## src/rtl/bus_activity_detector.sv

```systemverilog
module bus_activity_detector #(
  parameter int CNT_W = 16
) (
  input  logic             clk,
  input  logic             rst_n,
  input  logic             enable,
  input  logic             above_thr,
  input  logic             data_lo,
  input  logic             data_hi,
  input  logic [CNT_W-1:0] act_time,
  input  logic [CNT_W-1:0] idle_time,
  output logic             rxd,
  output logic             bus_active
);

  logic [CNT_W-1:0] run_cnt;
  logic [CNT_W:0]   run_next;
  logic             qualify;
  logic             reached;

  assign run_next = {1'b0, run_cnt} + 1'b1;
  assign qualify  = bus_active ? !above_thr : above_thr;
  assign reached  = bus_active ? (run_next >= {1'b0, idle_time})
                               : (run_next >= {1'b0, act_time});

  always_ff @(posedge clk or negedge rst_n) begin
    if (!rst_n) begin
      run_cnt    <= '0;
      bus_active <= 1'b0;
      rxd        <= 1'b1;
    end else if (!enable) begin
      run_cnt    <= '0;
      bus_active <= 1'b0;
      rxd        <= 1'b1;
    end else begin
      if (!qualify) begin
        run_cnt <= '0;
      end else if (reached) begin
        run_cnt    <= '0;
        bus_active <= !bus_active;
      end else begin
        run_cnt <= run_next[CNT_W-1:0];
      end

      if (bus_active && qualify && reached) begin
        rxd <= 1'b1;
      end else if (bus_active) begin
        if (data_lo)      rxd <= 1'b0;
        else if (data_hi) rxd <= 1'b1;
      end else begin
        rxd <= 1'b1;
      end
    end
  end

endmodule


```

## config.mk

```make
export PLATFORM = sky130hd
export DESIGN_NAME = bus_activity_detector
export DESIGN_NICKNAME = d
export VERILOG_FILES = /design/src/rtl/bus_activity_detector.sv
export SDC_FILE = /design/constraint.sdc
export NUM_CORES = 1
export LEC_CHECK = 0
export CORE_ASPECT_RATIO = 0.75
export CORE_MARGIN = 5
export CORE_UTILIZATION = 40
export DETAILED_ROUTE_END_ITERATION = 8
export GPL_TIMING_DRIVEN = 0
export PLACE_DENSITY = 0.65
export SYNTH_ARGS = -nofsm -noshare
export SYNTH_HDL_FRONTEND = slang
export SYNTH_SLANG_ARGS = --single-unit
```

## constraint.sdc

```tcl
create_clock -name clk -period 6.2 [get_ports clk]
set_input_delay 1.24 -clock clk [delete_from_list [all_inputs] [get_ports clk]]
set_output_delay 1.24 -clock clk [all_outputs]
set_load 0.01 [all_outputs]
```

# Yosys cells after proc, flatten, opt, wreduce, memory -nomap -nowiden
# Index checks and enable logic that the tools add are counted.
dict set report op_classes {
  add_sub_neg 1
  n_lt_le_gt_ge 2
  eq_ne 3
  mux 13
  n_reduce_logical 5
}
# op count
set ops {}
lappend ops {{$mux 16} 3}
lappend ops {{$ge 17x16->1} 2}
lappend ops {{$add 16x1->17 const B} 1}
lappend ops {{$mux 1} 10}
lappend ops {{$ne 5x4->1 const B} 1}
lappend ops {{$ne 2x1->1 const B} 2}
lappend ops {{$logic_and 1x1->1} 2}
lappend ops {{$logic_not 1->1} 2}
lappend ops {{$reduce_and 2->1} 1}
dict set report totals {
  regBits 18
  input_bits 38
  word_cells 27
}

# Logic depth before layout (Yosys ltp)
# Gate-level depths: netlist (run 1).
dict set report logic_depth {
  ltp_word 6
  ltp_mapped 13
  ltp_nobuf 12
}

# Worst setup path before layout (run 1)
# OpenSTA, ideal clock, no wires.
dict set report synth_path {
  kind {reg-to-reg}
  from {reg run_cnt[0]}
  to {reg run_cnt[10]}
  setup_time_ps 88
  arrival_time_ps 2925
  required_time_ps 6112
  slack_ps 3187
  path_stages_with_launch 14
  path_buffers 1
  synth_period_minus_slack_ps 3013
  path_cell_list {dfrtp_1 -> ha_1 -> and2_1 -> and4_4 -> and3_1 -> xnor2_1 -> inv_1 -> ha_1 -> nand4_1 -> nor4_1 -> a211oi_1 -> o2111ai_4 -> buf_6 -> a211oi_2}
}
dict set report synth_via {
  elab_chain_len 6
}
# element line_no
set synth_lines {}
lappend synth_lines {{from (decl)} 16} ;# logic [CNT_W-1:0] run_cnt;
lappend synth_lines {{from (signal assigned)} 42} ;# run_cnt <= run_next[CNT_W-1:0];
lappend synth_lines {{$add 16x1->17 *} 21} ;# assign run_next = {1'b0, run_cnt} + 1'b1;
lappend synth_lines {{$ge 17x16->1, on equally long branches} {24, 23}}
lappend synth_lines {{$mux 1} 23} ;# assign reached = bus_active ? (run_next >= {1'b0, idle_time})
lappend synth_lines {{$mux 16 *} 38} ;# end else if (reached) begin
lappend synth_lines {{$mux 16 *} 36} ;# if (!qualify) begin
lappend synth_lines {{$mux 16 *} 31} ;# end else if (!enable) begin
# Mark *: on every way between the ends. The rest lies on a longest branch, timed or not.
# A chain may end at the register's enable or synchronous reset.

# Worst setup path in the final report (run 1)
dict set report layout_path {
  from {reg run_cnt[0]}
  to {reg run_cnt[7]}
}
# The elaborated chain is that of the path after synthesis.

==> impl_metrics.ini, run 1 <==
[outcome]
status = complete, no violations

[sta]
fin_setup_tns_ns = 0
max-slew-margin-rel_pct = 47.9
clock.fmax_mhz = 290
hold_viol_final = 0
period_needed_ns = 3.45
maxSlewViolCount = 0
rsz0062_at_grt = no
worst_pin_slew_ns = 0.779
hold-worst-slack_ns = 0.603
fin_skew_ns = 0.00144
setup_violations = 0
fin_crit_sh_pct = 55.6

[synthesis]
synth_top_area_share_pct = 22.0
synth_area_sq_um = 1930
avgSynthCellArea_sq_um = 8.89
synth_seq_area_share_pct = 23.4
synthTopCellsByArea = dfrtp_1, ha_1, inv_1
syn_nets = 289
synth_cells = 217
yosysWarnings = 0
ys_dominant_reg_cell = dfrtp_1
synth_area_leader_cell = dfrtp_1
synth_edf_count = 0
yosysUniqueCellTypes = 44
synth_seq_cells = 18
async_flop_share_pct = 100

[detailed_routing]
vias = 1589
wl_met2_mm = 1.80
wl_mm = 4.33
drc = 0
wl_per_cell_um = 13.7
vias_per_cell = 5.01
drt.antenna.violating_nets = 0
first_pass_iters = 4
top_layer = met4
wl_met1_mm = 2.33
wl_met3_um = 175
drtIter0Drc = 67

[hold_path]
hp-start = run_cnt[10]$_DFF_PN0_
hold_end = run_cnt[10]$_DFF_PN0_
min_path_cells = 2
min_path_type = flop to flop

[clock_network]
ctsResizeCount = 0
cts_buffer_depth = 2
cts_tree = built
root_buffer = clkbuf_8
post-cts-setup-buffers = 0
cts.sinks = 18
insertion_delay_ns = 0.26
cts_htree_levels = 1
cts_buffers = 3
cts_hold_buf = 0
clk_pin_slew_worst_paths_ns = 0.07

[floorplanning]
num_rows = 21
die_y_um = 70.1
die_w_um = 90.2
initial_core_util_pct = 42.2
io_pins = 40
design.core.area_sq_um = 4570
die-area_sq_um = 6330

[final_layout]
drive_above_1_share_pct = 11.5
nets = 333
diodes = 0
syn_to_final_growth_pct = 26.8
instances_no_fill = 317

[critical_path]
rr_endpoint = run_cnt[7]$_DFF_PN0_
cpMostUsedCell = ha_1
worstSetupPathType = flop to flop
slowest_stage = dfrtp_1
max_stage_delay_ns = 0.48
reg2reg_slack_ns = 2.75
cp-start-kind = flop
crit_arrival_ns = 3.62
worst-endpoint-required_ns = 6.37
rr_startpoint = run_cnt[0]$_DFF_PN0_
r2r_cells = 13
worstPathCellList = ha_1 > and2_1 > and4_4 > and3_1 > xnor2_1 > inv_1 > ha_1 > nand4_1 > nor4_1 > a211oi_1 > o2111ai_4 > buf_6 > a211oi_2
worst-path-max-fanout = 10
crit_path_end_kind = flop

[global_route]
grt_max_degree = 19
grt_pass1_vias = 1519
overflow = 0
grt_pass1_wl_mm = 7.20
grt_usage_pct = 13.7
antenna_found_initial = 0

[power]
leakage_nw = 1.30
power_density_nw_per_um2 = 109
ir_worst_vdd_v = 0.000131

[placement]
port_buffers = 39
hpwl_mm = 3.66
place_congestion = 0.804
placed_cells = 313

[run]
drv_cap = 0
metrics by stage:
stage               util (%)  power [mW]  cell area [sq um]  worst slack (ns)
floorplan                  -       0.142               1930              3.19
global placement        52.3       0.172               2390              2.71
detailed placement      52.3       0.173               2390              2.67
CTS                     53.5       0.269               2450              2.75
global route            53.5       0.280               2450              2.53
finish                  53.5       0.268               2450              2.75
synthesized netlist by cell type (all sizes together), types with 2 or more instances:
library cell  number
inv               51
ha                34
a211oi            19
dfrtp             17
nand2             10
nand3             10
a21oi              9
xnor2              8
nor2               7
xor2               6
nand4              5
o21ai              5
and3               4
and4               3
buf                3
a31o               2
and2               2
nand2b             2
nor3               2
registers in the layout, indices dropped and copies added, names as in the netlist:
name,count
bus_active,1
rxd,1
run_cnt,16
critical path, delay by kind of cell (launching register included):
family          cells  cell delay [ns]
xor+xnor            1             0.25
flops               1             0.48
fa+ha+maj           2             0.62
simple gates        5             0.79
compound gates      3             0.87
buf+inv             2             0.35
power by group:
group / switching (mW) / internal, mW
registers: 0.00122 / 0.118
logic: 0.0214 / 0.0302
clock network: 0.0402 / 0.0565
total: 0.0628 / 0.205
placed cells by master, fill, tap and decap left out, drive strengths merged, types with 2 or more instances in the layout:
cell type and n:
a211oi 19, a21oi 9, a31o 2, and2 2, and3 4, and4 3
buf 3, clkbuf 5, clkdlybuf4s50 39, dfrtp 17, ha 34, inv 51
nand2 10, nand2b 2, nand3 10, nand4 5, nor2 7, nor3 2
o21ai 5, xnor2 8, xor2 6
worst max path at each step:
stage / from / to / slack (ns) / cells after the start
finish: run_cnt[0]$_DFF_PN0_ / run_cnt[7]$_DFF_PN0_ / 2.75 / 13
global route: run_cnt[0]$_DFF_PN0_ / run_cnt[10]$_DFF_PN0_ / 2.53 / 13
CTS: run_cnt[0]$_DFF_PN0_ / run_cnt[7]$_DFF_PN0_ / 2.75 / 13
detailed placement: idle_time[6] / run_cnt[7]$_DFF_PN0_ / 2.67 / 9
global placement: idle_time[6] / run_cnt[12]$_DFF_PN0_ / 2.71 / 9
floorplan: run_cnt[0]$_DFF_PN0_ / run_cnt[10]$_DFF_PN0_ / 3.19 / 13
area by class of cell:
cell class                      count  area, sq um
Buffer                              4         30.0
Tap cell                           57         71.3
Multi-Input combinational cell    144         1260
Timing Repair Buffer               39          390
Sequential cell                    18          452
Inverter                           51          191
Fill cell                         460         2130
Clock buffer                        4         55.1
per-layer routing:
layer,vias up,global-route usage (%)
met5,-,0
met4,0,2.48
met3,4,2.36
met2,34,19.9
met1,713,21.0
li1,838,-
cell families after synthesis:
kind of cell	Yosys count	share of synthesized area [%]
xor+xnor	14	6.36
flops	18	23.4
compound gates	46	22.2
fa+ha+maj	34	22.0
simple gates	50	14.5
buf+inv	55	11.5
Note: power is estimated with default switching activity, not from simulation.
==> run 2: changes to the inputs <==
--- a/config.mk
+++ b/config.mk
@@ -10,7 +10,7 @@
 export CORE_UTILIZATION = 40
 export DETAILED_ROUTE_END_ITERATION = 8
 export GPL_TIMING_DRIVEN = 0
-export PLACE_DENSITY = 0.65
+export PLACE_DENSITY = 0.67
 export SYNTH_ARGS = -nofsm -noshare
 export SYNTH_HDL_FRONTEND = slang
 export SYNTH_SLANG_ARGS = --single-unit
==> constraint.sdc (replaced) <==
create_clock -name clk -period 3.15 [get_ports clk]
set_input_delay 0.63 -clock clk [delete_from_list [all_inputs] [get_ports clk]]
set_output_delay 0.63 -clock clk [all_outputs]
set_load 0.01 [all_outputs]
==> impl_metrics.ini, run 2 (synthesized netlist as in run 1, its figures left out) <==
[global_route]
antenna_found_initial = 0
grt_pass1_wl_mm = 7.36
grt_pass1_vias = 1583
grt_max_degree = 19
overflow = 0
grt_usage_pct = 13.9

[power]
ir_worst_vdd_v = 0.000243
power_density_nw_per_um2 = 193
power_mw = 0.547
leakage_nw = 1.43

[hold_path]
min_path_type = flop to flop

[clock_network]
cts_tree = built
clk_pin_slew_worst_paths_ns = 0.07
insertion_delay_ns = 0.26
root_buffer = clkbuf_8
cts_buffer_depth = 2
cts_htree_levels = 1
cts.sinks = 18
cts_buffers = 3

[detailed_routing]
wl_per_cell_um = 15.2
wl_mm = 5.12
vias = 1706
drtIter0Drc = 41
vias_per_cell = 5.06
drt.antenna.violating_nets = 0
first_pass_iters = 4
drc = 0

[floorplanning]
num_rows = 21
io_pins = 40
die_y_um = 70.1
design.core.area_sq_um = 4570
initial_core_util_pct = 42.2
die_w_um = 90.2
die-area_sq_um = 6330

[sta]
period_needed_ns = 3.11
max-slew-margin-rel_pct = 45.7
fin_skew_ns = 0.00259
clock.fmax_mhz = 322
worst_pin_slew_ns = 0.812
setup_violations = 0
maxSlewViolCount = 0
fin_crit_sh_pct = 98.6
hold_viol_final = 0

[critical_path]
cp-start-kind = flop
slowest_stage = dfrtp_2
worst-path-max-fanout = 8
max_stage_delay_ns = 0.44
worst-endpoint-required_ns = 3.30
worstSetupPathType = flop to flop
reg2reg_slack_ns = 0.04
worstPathCellList = ha_4 > and2_1 > and4_4 > and3_4 > xnor2_2 > inv_2 > ha_4 > a211oi_2 > o221ai_2 > o211ai_1 > o2111ai_4 > buf_4 > a31o_2
crit_path_end_kind = flop
crit_arrival_ns = 3.26
cpMostUsedCell = ha_4

[final_layout]
drive_above_1_share_pct = 26.1
regMostFlops = run_cnt
instances_no_fill = 337
diodes = 0
nets = 353
syn_to_final_growth_pct = 46.5
reg_top3 = run_cnt (16), bus_active (1), rxd (1)
final_cell_mix = inv_1, clkdlybuf4s50_1, ha_1, dfrtp_1, buf_4
largest_reg_flops = 16
mostFrequentLayoutCell = inv_1
fin_util_pct = 61.8

[placement]
place_congestion = 0.824
hpwl_mm = 3.69
placed_cells = 313
port_buffers = 39

[outcome]
status = complete, no violations

[run]
drv_cap = 0
-- run 2: cell type report --
class | count | area (sq um)
repair buffers | 59 | 587
plain buffers | 4 | 37.5
well taps | 57 | 71.3
flip-flops and latches | 18 | 454
multi-input cells | 144 | 1430
inverters | 51 | 191
clock buffers | 4 | 55.1
fillers | 423 | 1750
-- run 2: where the power goes --
part           internal, mW  switching [mW]  leakage (nW)  total (mW)
clock network         0.111          0.0855        0.0288       0.197
logic                0.0659          0.0499          1.15       0.116
registers             0.232         0.00163         0.244       0.234
total                 0.410           0.137          1.43       0.547
-- run 2: what timing repair did --
item	CTS	global route
gates cloned	0	2
hold buffers	0	0
buffers inserted	4	14
pin swaps	2	11
setup endpoints to repair	18	18
resized for setup	9	24
-- run 2: worst max-delay path, delay by kind of cell (launching register included) --
| kind | cells | cell delay, ns |
|---|---|---|
| AOI/OAI and AO/OA | 5 | 1.01 |
| buffers and inverters | 2 | 0.32 |
| adders and majority gates | 2 | 0.42 |
| and+or+nand+nor | 3 | 0.57 |
| xor gates and xnor gates | 1 | 0.22 |
| DFF | 1 | 0.44 |
-- run 2: final timing paths --
| path | startpoint | endpoint | cells past startpoint |
|---|---|---|---|
| max | run_cnt[0]$_DFF_PN0_ | bus_active$_DFFE_PN0P_ | 13 |
| min | run_cnt[10]$_DFF_PN0_ | run_cnt[10]$_DFF_PN0_ | 2 |
| max reg2reg | run_cnt[0]$_DFF_PN0_ | bus_active$_DFFE_PN0P_ | 13 |
| min reg2reg | run_cnt[10]$_DFF_PN0_ | run_cnt[10]$_DFF_PN0_ | 2 |
| max in group asynchronous | rst_n | run_cnt[0]$_DFF_PN0_ | 1 |
| min in group asynchronous | rst_n | run_cnt[13]$_DFF_PN0_ | 1 |
-- run 2: stage by stage --
step / setup TNS (ns) / area [sq um] / setup WS (ns) / hold WS (ns)
after CTS: 0 / 2520 / 0.0132 / 0.601
after floorplan: 0 / 1930 / 0.137 / 0.334
after global placement: -3.22 / 2390 / -0.249 / 0.596
after detailed placement: -3.84 / 2390 / -0.289 / 0.593
after global routing: -0.822 / 2830 / -0.0925 / 0.668
final: 0 / 2830 / 0.0444 / 0.620
-- run 2: per-layer routing --
metal  share of wire (%)  track usage, %  vias up
li1                    -               -      884
met1                  50            20.8      793
met2                  46            21.3       25
met3                 2.8            2.47        4
met4                0.51            1.98        0
met5                   0               0        -
==> run 3: changes to the inputs <==
--- a/config.mk
+++ b/config.mk
@@ -10,7 +10,7 @@
 export CORE_UTILIZATION = 40
 export DETAILED_ROUTE_END_ITERATION = 8
 export GPL_TIMING_DRIVEN = 0
-export PLACE_DENSITY = 0.67
+export PLACE_DENSITY = 0.65
 export SYNTH_ARGS = -nofsm -noshare
 export SYNTH_HDL_FRONTEND = slang
 export SYNTH_SLANG_ARGS = --single-unit
==> constraint.sdc (replaced) <==
create_clock -name clk -period 3.3 [get_ports clk]
set_input_delay 0.66 -clock clk [delete_from_list [all_inputs] [get_ports clk]]
set_output_delay 0.66 -clock clk [all_outputs]
set_load 0.01 [all_outputs]
==> impl_metrics.ini, run 3 (synthesized netlist as in run 1, its figures left out) <==
[power]
combPwrFrac_pct = 20.3
pwr-share-seq_pct = 43.9
p_sw_share_pct = 23.9
power_density_nw_per_um2 = 195
internal-power_mw = 0.389
power_switching_mw = 0.122
leakage_nw = 1.37
clkPwrFrac_pct = 35.8
ir_worst_vdd_v = 0.000235
power_mw = 0.510

[global_route]
grt_pass1_wl_mm = 7.22
grt_max_degree = 19
grt_pass1_vias = 1522
grt_usage_pct = 13.7
antenna_found_initial = 0
overflow = 0

[final_layout]
syn_to_final_growth_pct = 35.9
largest_reg_flops = 16
mostFrequentLayoutCell = inv_1
nets = 344
diodes = 0
final_cell_mix = inv_1, clkdlybuf4s50_1, ha_1, dfrtp_1, a211oi_2
regMostFlops = run_cnt
drive_above_1_share_pct = 18.5
reg_top3 = run_cnt (16), bus_active (1), rxd (1)
fin_util_pct = 57.4

[clock_network]
insertion_delay_ns = 0.26
root_buffer = clkbuf_8
cts.sinks = 18
cts_hold_buf = 0
cts_buffers = 3
cts_buffer_depth = 2
cts_htree_levels = 1
cts_tree = built
clk_pin_slew_worst_paths_ns = 0.07

[critical_path]
worstSetupPathType = flop to flop
r2r_cells = 12
cp-startpoint = run_cnt[0]$_DFF_PN0_
max_stage_delay_ns = 0.46
rr_endpoint = bus_active$_DFFE_PN0P_
crit_arrival_ns = 3.35
worst-endpoint-required_ns = 3.45
worstPathCellList = ha_4 > and2_1 > nand3_1 > xor2_1 > inv_1 > ha_1 > nand4_1 > nor3_1 > a2111oi_4 > o2111ai_4 > buf_4 > a31o_2
rr_startpoint = run_cnt[0]$_DFF_PN0_
crit_path_end_kind = flop
cp-start-kind = flop
cp-endpoint = bus_active$_DFFE_PN0P_
reg2reg_slack_ns = 0.10
worst-path-max-fanout = 5
slowest_stage = a2111oi_4

[floorplanning]
die_w_um = 90.2
design.core.area_sq_um = 4570
num_rows = 21
die-area_sq_um = 6330
initial_core_util_pct = 42.2
io_pins = 40
die_y_um = 70.1

[sta]
clock.fmax_mhz = 313
hold_viol_final = 0
period_needed_ns = 3.20
setup_violations = 0
worst_pin_slew_ns = 0.775
maxSlewViolCount = 0
fin_skew_ns = 0.000830
max-slew-margin-rel_pct = 48.2
fin_crit_sh_pct = 96.9
finalWorstSetupSlack_ns = 0.101

[detailed_routing]
wl_mm = 4.69
vias = 1653
vias_per_cell = 5.04
drt.antenna.violating_nets = 0
wl_per_cell_um = 14.3
drc = 0
drtIter0Drc = 70
first_pass_iters = 4

[placement]
place_congestion = 0.804
port_buffers = 39
hpwl_mm = 3.66
dp_slack_ns = -0.129

[run]
drv_cap = 0

[hold_path]
min_path_type = flop to flop

[outcome]
status = complete, no violations
## run 3: how the worst min path moves through the flow
stage | start | to | depth (start not counted)
6_report | run_cnt[10]$_DFF_PN0_ | run_cnt[10]$_DFF_PN0_ | 2
3_5_place_dp | run_cnt[10]$_DFF_PN0_ | run_cnt[10]$_DFF_PN0_ | 2
5_1_grt | run_cnt[14]$_DFF_PN0_ | run_cnt[14]$_DFF_PN0_ | 2
2_1_floorplan | rst_n | bus_active$_DFFE_PN0P_ | 0
4_1_cts | run_cnt[0]$_DFF_PN0_ | run_cnt[0]$_DFF_PN0_ | 1
3_3_place_gp | run_cnt[0]$_DFF_PN0_ | run_cnt[0]$_DFF_PN0_ | 1
## run 3: per-stage QoR
stage	instances	area [sq um]	hold WS, ns	TNS (ns)
6_report	328	2620	0.603	0
5_1_grt	328	2620	0.634	-0.168
4_1_cts	317	2470	0.549	0
3_5_place_dp	313	2390	0.591	-1.02
3_3_place_gp	313	2390	0.599	-0.911
2_1_floorplan	217	1930	0.364	0
## run 3: power by group through the flow
| stage | combinational, mW | sequential [mW] | clock, mW |
|---|---|---|---|
| 2_1_floorplan | 0.0393 | 0.228 | 0 |
| 3_3_place_gp | 0.0957 | 0.228 | 0 |
| 3_5_place_dp | 0.0966 | 0.228 | 0 |
| 4_1_cts | 0.0983 | 0.224 | 0.184 |
| 5_1_grt | 0.115 | 0.224 | 0.194 |
| 6_report | 0.103 | 0.224 | 0.183 |
## run 3: per-layer routing
layer	share of wire, %	track usage [%]	vias up	wire length [um]
met4	0.66	2.48	0	31
met3	3.6	2.47	4	168
met1	54	21.1	755	2540
met2	42	19.8	28	1950
li1	-	-	866	-
met5	0	0	-	0
## run 3: repair_timing
item | CTS | global route
setup buffers | 0 | 9
hold endpoints to repair | 0 | 0
gates cloned | 0 | 2
resized for setup | 4 | 8
setup endpoints to repair | 13 | 14
pin swaps | 0 | 3
## run 3: critical path: cells and delay by family, from the launching register on
kind / cells / cell delay [ns]
AOI/OAI and AO/OA: 3 / 0.93
xor gates and xnor gates: 1 / 0.34
adders and majority gates: 2 / 0.50
buffers and inverters: 2 / 0.36
DFF: 1 / 0.45
and+or+nand+nor: 4 / 0.50
## run 3: cell type report
type	instances	area, sq um
Sequential cell	18	453
Fill cell	444	1950
Buffer	4	33.8
Inverter	51	191
Multi-Input combinational cell	145	1340
Timing Repair Buffer	49	483
Clock buffer	4	55.1
Tap cell	57	71.3
